[src/rtl/tape_wave_pkg.sv]
package tape_wave_pkg;
  localparam int unsigned BYTE_W = 8;
  localparam int unsigned ARG_W  = 2 * BYTE_W;
  localparam int unsigned BITCNT_W = $clog2(BYTE_W) + 1;

  typedef enum logic [BYTE_W-1:0] {
    OP_ZERO_W = 8'h80,
    OP_ONE_W  = 8'h81,
    OP_GAP    = 8'h82,
    OP_LEN    = 8'h83,
    OP_PAD    = 8'h84,
    OP_REP    = 8'h85,
    OP_PULSE  = 8'h86,
    OP_FLUSH  = 8'h87
  } tape_op_e;

  typedef enum logic [2:0] {
    ST_IDLE, ST_ARG_LO, ST_ARG_HI, ST_TIMED, ST_BIT
  } tape_st_e;

  // width of one half-pulse for a given bit value
  function automatic logic [ARG_W-1:0] half_width(input logic bit_v,
                                                  input logic [ARG_W-1:0] zw,
                                                  input logic [ARG_W-1:0] ow);
    return bit_v ? ow : zw;
  endfunction

  // number of bits played from a byte
  function automatic logic [BITCNT_W-1:0] bits_in_byte(input logic is_last,
                                                       input logic [2:0] pad);
    return is_last ? BITCNT_W'(BYTE_W) - {1'b0, pad} : BITCNT_W'(BYTE_W);
  endfunction
endpackage

[src/rtl/tape_tick_timer.sv]
module tape_tick_timer #(
  parameter int unsigned WIDTH = 16
) (
  input  logic             clk,
  input  logic             rst_n,
  input  logic             tick,
  input  logic             load,
  input  logic             stop,
  input  logic [WIDTH-1:0] len,
  output logic             expire
);
  logic [WIDTH-1:0] cnt_q;
  logic             run_q;

  assign expire = run_q && tick && (cnt_q < WIDTH'(2));

  always_ff @(posedge clk) begin
    if (!rst_n) begin
      cnt_q <= '0;
      run_q <= 1'b0;
    end else if (load) begin
      cnt_q <= len;
      run_q <= 1'b1;
    end else if (stop) begin
      run_q <= 1'b0;
    end else if (run_q && tick) begin
      if (cnt_q < WIDTH'(2)) run_q <= 1'b0;
      else                   cnt_q <= cnt_q - WIDTH'(1);
    end
  end


  expire_ends_chk: assert property (@(posedge clk) disable iff (!rst_n)
    (expire && !load && !stop) |=> !run_q);

  load_runs_chk: assert property (@(posedge clk) disable iff (!rst_n)
    load |=> run_q);
endmodule

[src/rtl/tape_cmd_ctrl.sv]
module tape_cmd_ctrl
  import tape_wave_pkg::*;
#(
  parameter int unsigned ZERO_W_RST = 855,
  parameter int unsigned ONE_W_RST  = 1710
) (
  input  logic              clk,
  input  logic              rst_n,
  input  logic              fifo_empty,
  input  logic              fifo_is_cmd,
  input  logic [BYTE_W-1:0] fifo_data,
  input  logic              tmr_expire,
  output logic              fifo_pop,
  output logic              tmr_load,
  output logic              tmr_stop,
  output logic [ARG_W-1:0]  tmr_len,
  output logic              ear,
  output logic              active
);
  tape_st_e              state_q;
  logic [BYTE_W-1:0]     op_q, arg_lo_q, shreg_q;
  logic [ARG_W-1:0]      zero_w_q, one_w_q, byte_cnt_q, rep_q, run_left_q, span_q;
  logic [2:0]            pad_q;
  logic [BITCNT_W-1:0]   bit_left_q;
  logic                  is_gap_q, half_q, ear_q;

  logic                  head_flush, playing;
  logic [ARG_W-1:0]      arg_full;

  assign head_flush = !fifo_empty && fifo_is_cmd && (fifo_data == OP_FLUSH);
  assign playing    = (state_q == ST_TIMED) || (state_q == ST_BIT);
  assign arg_full   = {fifo_data, arg_lo_q};
  assign ear        = ear_q;
  assign active     = playing;

  always_comb begin
    fifo_pop = 1'b0;
    tmr_load = 1'b0;
    tmr_stop = 1'b0;
    tmr_len  = span_q;
    case (state_q)
      ST_IDLE: if (!fifo_empty) begin
        fifo_pop = 1'b1;
        if (!fifo_is_cmd && byte_cnt_q != '0) begin
          tmr_load = 1'b1;
          tmr_len  = half_width(fifo_data[BYTE_W-1], zero_w_q, one_w_q);
        end
      end
      ST_ARG_LO: fifo_pop = !fifo_empty;
      ST_ARG_HI: if (!fifo_empty) begin
        fifo_pop = 1'b1;
        if (op_q == OP_GAP || op_q == OP_PULSE) begin
          tmr_load = 1'b1;
          tmr_len  = arg_full;
        end
      end
      ST_TIMED: if (head_flush) begin
        fifo_pop = 1'b1;
        tmr_stop = 1'b1;
      end else if (tmr_expire && run_left_q != '0) begin
        tmr_load = 1'b1;
      end
      ST_BIT: if (head_flush) begin
        fifo_pop = 1'b1;
        tmr_stop = 1'b1;
      end else if (tmr_expire) begin
        if (!half_q) begin
          tmr_load = 1'b1;
          tmr_len  = half_width(shreg_q[BYTE_W-1], zero_w_q, one_w_q);
        end else if (bit_left_q > BITCNT_W'(1)) begin
          tmr_load = 1'b1;
          tmr_len  = half_width(shreg_q[BYTE_W-2], zero_w_q, one_w_q);
        end
      end
      default: ;
    endcase
  end

  always_ff @(posedge clk) begin
    if (!rst_n) begin
      state_q    <= ST_IDLE;
      op_q       <= '0;
      arg_lo_q   <= '0;
      shreg_q    <= '0;
      zero_w_q   <= ARG_W'(ZERO_W_RST);
      one_w_q    <= ARG_W'(ONE_W_RST);
      byte_cnt_q <= '0;
      rep_q      <= '0;
      run_left_q <= '0;
      span_q     <= '0;
      pad_q      <= '0;
      bit_left_q <= '0;
      is_gap_q   <= 1'b0;
      half_q     <= 1'b0;
      ear_q      <= 1'b0;
    end else begin
      case (state_q)
        ST_IDLE: if (!fifo_empty) begin
          if (fifo_is_cmd) begin
            op_q    <= fifo_data;
            state_q <= ST_ARG_LO;
          end else if (byte_cnt_q != '0) begin
            shreg_q    <= fifo_data;
            bit_left_q <= bits_in_byte(byte_cnt_q == ARG_W'(1), pad_q);
            half_q     <= 1'b0;
            state_q    <= ST_BIT;
          end
        end
        ST_ARG_LO: if (!fifo_empty) begin
          arg_lo_q <= fifo_data;
          state_q  <= ST_ARG_HI;
        end
        ST_ARG_HI: if (!fifo_empty) begin
          state_q <= ST_IDLE;
          case (op_q)
            OP_ZERO_W: zero_w_q   <= arg_full;
            OP_ONE_W:  one_w_q    <= arg_full;
            OP_LEN:    byte_cnt_q <= arg_full;
            OP_PAD:    pad_q      <= arg_full[2:0];
            OP_REP:    rep_q      <= arg_full;
            OP_GAP, OP_PULSE: begin
              is_gap_q   <= (op_q == OP_GAP);
              span_q     <= arg_full;
              run_left_q <= rep_q;
              rep_q      <= '0;
              if (op_q == OP_GAP) ear_q <= 1'b0;
              state_q    <= ST_TIMED;
            end
            OP_FLUSH: begin
              byte_cnt_q <= '0;
              rep_q      <= '0;
              pad_q      <= '0;
            end
            default: ;
          endcase
        end
        ST_TIMED: if (head_flush) begin
          op_q    <= OP_FLUSH;
          state_q <= ST_ARG_LO;
        end else if (tmr_expire) begin
          if (!is_gap_q) ear_q <= ~ear_q;
          if (run_left_q != '0) run_left_q <= run_left_q - ARG_W'(1);
          else                  state_q    <= ST_IDLE;
        end
        ST_BIT: if (head_flush) begin
          op_q    <= OP_FLUSH;
          state_q <= ST_ARG_LO;
        end else if (tmr_expire) begin
          ear_q <= ~ear_q;
          if (!half_q) begin
            half_q <= 1'b1;
          end else if (bit_left_q > BITCNT_W'(1)) begin
            shreg_q    <= shreg_q << 1;
            bit_left_q <= bit_left_q - BITCNT_W'(1);
            half_q     <= 1'b0;
          end else begin
            byte_cnt_q <= byte_cnt_q - ARG_W'(1);
            state_q    <= ST_IDLE;
          end
        end
        default: state_q <= ST_IDLE;
      endcase
    end
  end


  pop_needs_data_chk: assert property (@(posedge clk) disable iff (!rst_n)
    fifo_pop |-> !fifo_empty);

  flush_stops_play_chk: assert property (@(posedge clk) disable iff (!rst_n)
    (playing && fifo_pop) |=> (state_q == ST_ARG_LO));

  gap_low_chk: assert property (@(posedge clk) disable iff (!rst_n)
    (state_q == ST_TIMED && is_gap_q) |-> !ear_q);

  bit_hold_chk: assert property (@(posedge clk) disable iff (!rst_n)
    (state_q == ST_BIT && !tmr_expire) |=> $stable(ear_q));

  drop_byte_chk: assert property (@(posedge clk) disable iff (!rst_n)
    (state_q == ST_IDLE && !fifo_empty && !fifo_is_cmd && byte_cnt_q == '0)
      |=> (state_q == ST_IDLE && $stable(ear_q)));
endmodule

[src/rtl/tape_wave_gen.sv]
module tape_wave_gen
  import tape_wave_pkg::*;
#(
  parameter int unsigned ZERO_W_RST = 855,
  parameter int unsigned ONE_W_RST  = 1710
) (
  input  logic       clk,
  input  logic       rst_n,
  input  logic       tick,
  input  logic       fifo_empty,
  input  logic       fifo_is_cmd,
  input  logic [7:0] fifo_data,
  output logic       fifo_pop,
  output logic       ear,
  output logic       active
);
  logic             tmr_load, tmr_stop, tmr_expire;
  logic [ARG_W-1:0] tmr_len;

  tape_cmd_ctrl #(
    .ZERO_W_RST(ZERO_W_RST),
    .ONE_W_RST (ONE_W_RST)
  ) u_ctrl (
    .clk        (clk),
    .rst_n      (rst_n),
    .fifo_empty (fifo_empty),
    .fifo_is_cmd(fifo_is_cmd),
    .fifo_data  (fifo_data),
    .tmr_expire (tmr_expire),
    .fifo_pop   (fifo_pop),
    .tmr_load   (tmr_load),
    .tmr_stop   (tmr_stop),
    .tmr_len    (tmr_len),
    .ear        (ear),
    .active     (active)
  );

  tape_tick_timer #(.WIDTH(ARG_W)) u_timer (
    .clk   (clk),
    .rst_n (rst_n),
    .tick  (tick),
    .load  (tmr_load),
    .stop  (tmr_stop),
    .len   (tmr_len),
    .expire(tmr_expire)
  );
endmodule

[config.mk]
export PLATFORM = sky130hd
export DESIGN_NAME = tape_wave_gen
export DESIGN_NICKNAME = d
export VERILOG_FILES = /design/src/rtl/tape_wave_pkg.sv /design/src/rtl/tape_tick_timer.sv /design/src/rtl/tape_cmd_ctrl.sv /design/src/rtl/tape_wave_gen.sv
export SDC_FILE = /design/constraint.sdc
export NUM_CORES = 1
export LEC_CHECK = 0
export BUFFER_PORTS_ARGS = -buffer_cell sky130_fd_sc_hd__buf_2
export CORE_MARGIN = 5
export CORE_UTILIZATION = 30
export DETAILED_ROUTE_END_ITERATION = 8
export PLACE_DENSITY = 0.54
export RECOVER_POWER = 25
export SLEW_MARGIN = 10
export SYNTH_ARGS = -nofsm -noshare
export SYNTH_HDL_FRONTEND = slang
export SYNTH_SLANG_ARGS = --single-unit
[constraint.sdc]
create_clock -name clk -period 2.4 [get_ports clk]
set_input_delay 0.48 -clock clk [delete_from_list [all_inputs] [get_ports clk]]
set_output_delay 0.48 -clock clk [all_outputs]
set_load 0.05 [all_outputs]
==> impl_metrics.json <==
{
  "setup_viol": 0,
  "cp.arrival_ns": 1.84,
  "holdBufCountCts": 0,
  "netlist_top_cells_area": "dfxtp_1 (37%), nand2_1 (8.5%), a21oi_1 (6.4%)",
  "grt_pass1_wl_mm": 43.4,
  "place_congestion": 0.867,
  "firstDrtPassIters": 5,
  "p_leak_nw": 3.78,
  "crit_path_top_delay_cell": "clkbuf_4",
  "rsz0062_at_grt": "yes",
  "synth_compound_area_share_pct": 26.8,
  "synthCells": 1038,
  "r2r-end": "u_ctrl.run_left_q[14]$_SDFFE_PN0P_",
  "grt_max_degree": 99,
  "hold_depth": 2,
  "synthArstFlopShare_pct": 0,
  "ff2ff_setup_slack_ns": 0.08,
  "initialDrtViolationCount": 775,
  "gr-total-overflow": 0,
  "synth_cell_types": 71,
  "num_rows": 59,
  "antenna_found_initial": 0,
  "totalWireLength_mm": 28.0,
  "status": "completed",
  "worstPathRequired_ns": 1.92,
  "htreeDepth": 4,
  "crit_chain": "buf_2, nand4bb_1, buf_4, nor3_2, buf_4, a21oi_1, o22ai_2, clkbuf_4",
  "clk_latency_ns": 0.43,
  "syn_avg_cell_area_um2": 7.72,
  "final.setup.tns_ns": 0,
  "synth_top_family_by_area": "compound AO/OA/AOI/OAI gates",
  "yosysTopAreaCellShare_pct": 37.5,
  "critical_path.endpoint_type": "output pin",
  "hold_viol_final": 0,
  "clk_pin_slew_worst_paths_ns": 0.06,
  "syn_area_mm2": 0.00801,
  "synthTopCellsByCount": "nand2_1 (182), dfxtp_1 (150), a21oi_1 (102)",
  "grt_pass1_vias": 7436,
  "yosysTopAreaCell": "dfxtp_1",
  "p_per_area_mw_per_mm2": 1090,
  "worst_pin_slew_ns": 0.815,
  "drv_cap": 0,
  "synth-edff-count": 0,
  "dieWidth_um": 173,
  "synth_ff_type": "dfxtp_1",
  "drc_errors": 0,
  "area_growth_pct": 23.3,
  "yosys.area_share.adder_pct": 1.09,
  "cpMostUsedCell": "buf_4",
  "ys_seq_area_share_pct": 37.5,
  "cp_max_fo": 6,
  "timing.final.crit_share_pct": 96.7,
  "muxShareOfSynthArea_pct": 2.37,
  "num_vias": 8267,
  "hpwl_mm": 19.0,
  "start_kind": "input port",
  "ios": 16,
  "cts_tree": "yes",
  "ctsRootBufferMaster": "clkbuf_16",
  "max_slew_margin_pct": 45.5,
  "slew_viol_final": 0,
  "hp-start": "u_ctrl.span_q[14]$_SDFFE_PN0P_",
  "whs_ns": 0.457,
  "cts_buffer_depth": 2,
  "synth_nets": 1058,
  "critPathKind": "in2out",
  "die-area_mm2": 0.0301,
  "diodes": 0,
  "wl_per_cell_um": 19.2,
  "final_nets": 1133,
  "synth_seq_cells": 150,
  "drive_gt1_share_pct": 18.2,
  "rr_worst_depth": 7,
  "post-synth-top-count-cell": "nand2_1",
  "rr_startpoint": "u_timer.cnt_q[1]$_SDFFE_PN0P_",
  "ys_warn_count": 0,
  "io_buffers": 15,
  "cpPeakStageDelay_ns": 0.26,
  "hold_path.class": "reg2reg",
  "numCtsBuffers": 17,
  "skew_ns": 0.0103,
  "ir_worst_vdd_mv": 0.555,
  "post_synth_xor_area_fraction_pct": 0.765,
  "nFillCells": 2665,
  "ant_nets": 0,
  "period_needed_ns": 2.32,
  "synth-simple-area-share_pct": 25.6,
  "hold_path_end": "u_ctrl.span_q[14]$_SDFFE_PN0P_",
  "via_per_inst": 5.66,
  "timing.fmax_mhz": 431,
  "grtUsageTotal_pct": 18.1,
  "core_mm2": 0.0262,
  "die_y_um": 173,
  "initial_core_util_pct": 30.6,
  "cts.sinks": 150
}
-- cell families (layout without fill, tap and decap cells) --
group                      count (synthesis)  in the layout
DFF                                      150            150
xor gates and xnor gates                   7              7
muxes                                     19             19
buffers and inverters                    112            199
AOI/OAI and AO/OA                        319            320
adders and majority gates                  7              7
and+or+nand+nor                          424            424
-- worst max-delay path, delay by kind of cell --
kind / cells / cell delay (ns)
buf+inv: 4 / 0.72
simple gates: 2 / 0.32
compound gates: 2 / 0.31
-- power by group --
group | total (mW) | switching [mW] | internal, mW
clock network | 2.91 | 1.13 | 1.78
registers | 3.10 | 0.311 | 2.79
logic | 4.72 | 2.87 | 1.85
-- area by class of cell --
cell class / instances / area, µm² / share of cell area (%)
multi-input cells: 777 / 4640 / 47.0
flip-flops and latches: 150 / 3010 / 30.4
repair buffers: 135 / 1060 / 10.7
clock buffers: 18 / 439 / 4.45
well taps: 335 / 419 / 4.24
clock inverters: 14 / 195 / 1.98
inverters: 32 / 120 / 1.22
-- repair_timing --
item,CTS,global route
buffers inserted,0,4
endpoints found under the setup margin,3,43
gates cloned,1,1
resized for setup,5,19
pin swaps,0,3
-- per-layer routing --
layer,vias to the layer above,global-route usage [%],routed length (µm)
met5,-,0,0
li1,3967,-,-
met3,45,2.33,1710
met2,286,28.6,12700
met1,3969,25.4,12900
met4,0,6.35,718
-- per-stage QoR --
step | util [%] | area, µm² | power [mW] | worst slack (ns) | instances
finish | 37.7 | 9880 | 10.7 | 0.0791 | 1461
global route | 37.7 | 9880 | 11.3 | -0.0390 | 1461
CTS | 37.4 | 9790 | 10.6 | 0.0000553 | 1457
detailed placement | 34.8 | 9120 | 7.61 | -0.0901 | 1424
global placement | 34.8 | 9120 | 7.58 | -0.103 | 1424
floorplan | - | 8020 | 5.90 | 0.0781 | 1038
-- flip-flops by register name, summed over array words and instances, names as in the netlist, 8 cells and up --
register	count
u_ctrl.shreg_q	8
u_timer.cnt_q	16
u_ctrl.span_q	16
u_ctrl.rep_q	16
u_ctrl.byte_cnt_q	16
u_ctrl.run_left_q	16
u_ctrl.op_q	8
u_ctrl.zero_w_q	16
u_ctrl.arg_lo_q	8
u_ctrl.one_w_q	16
-- how the worst max path moves through the flow --
stage / start / slack [ns] / to / depth (start not counted)
finish: fifo_data[6] / 0.08 / fifo_pop / 8
global placement: fifo_empty / -0.10 / u_ctrl.byte_cnt_q[9]$_SDFFE_PN0P_ / 10
CTS: u_ctrl.state_q[2]$_SDFFE_PN0P_ / 0.00006 / active / 6
detailed placement: fifo_empty / -0.09 / u_ctrl.byte_cnt_q[12]$_SDFFE_PN0P_ / 10
global route: u_ctrl.run_left_q[1]$_SDFFE_PN0P_ / -0.04 / u_ctrl.run_left_q[9]$_SDFFE_PN0P_ / 11
floorplan: fifo_data[6] / 0.08 / fifo_pop / 5
-- layout by cell type, fill, tap and decap left out, types with 19 or more instances in the layout --
cell and instances:
a22oi_1 33, a21oi_1 101, buf_4 110, o21ai_0 43
o22ai_1 19, nor3_1 25, inv_1 31, nand2_1 182
nor2_1 65, dfxtp_1 148, nand3_1 61, mux2i_1 19
No activity file was read; power rests on OpenSTA's default activity.
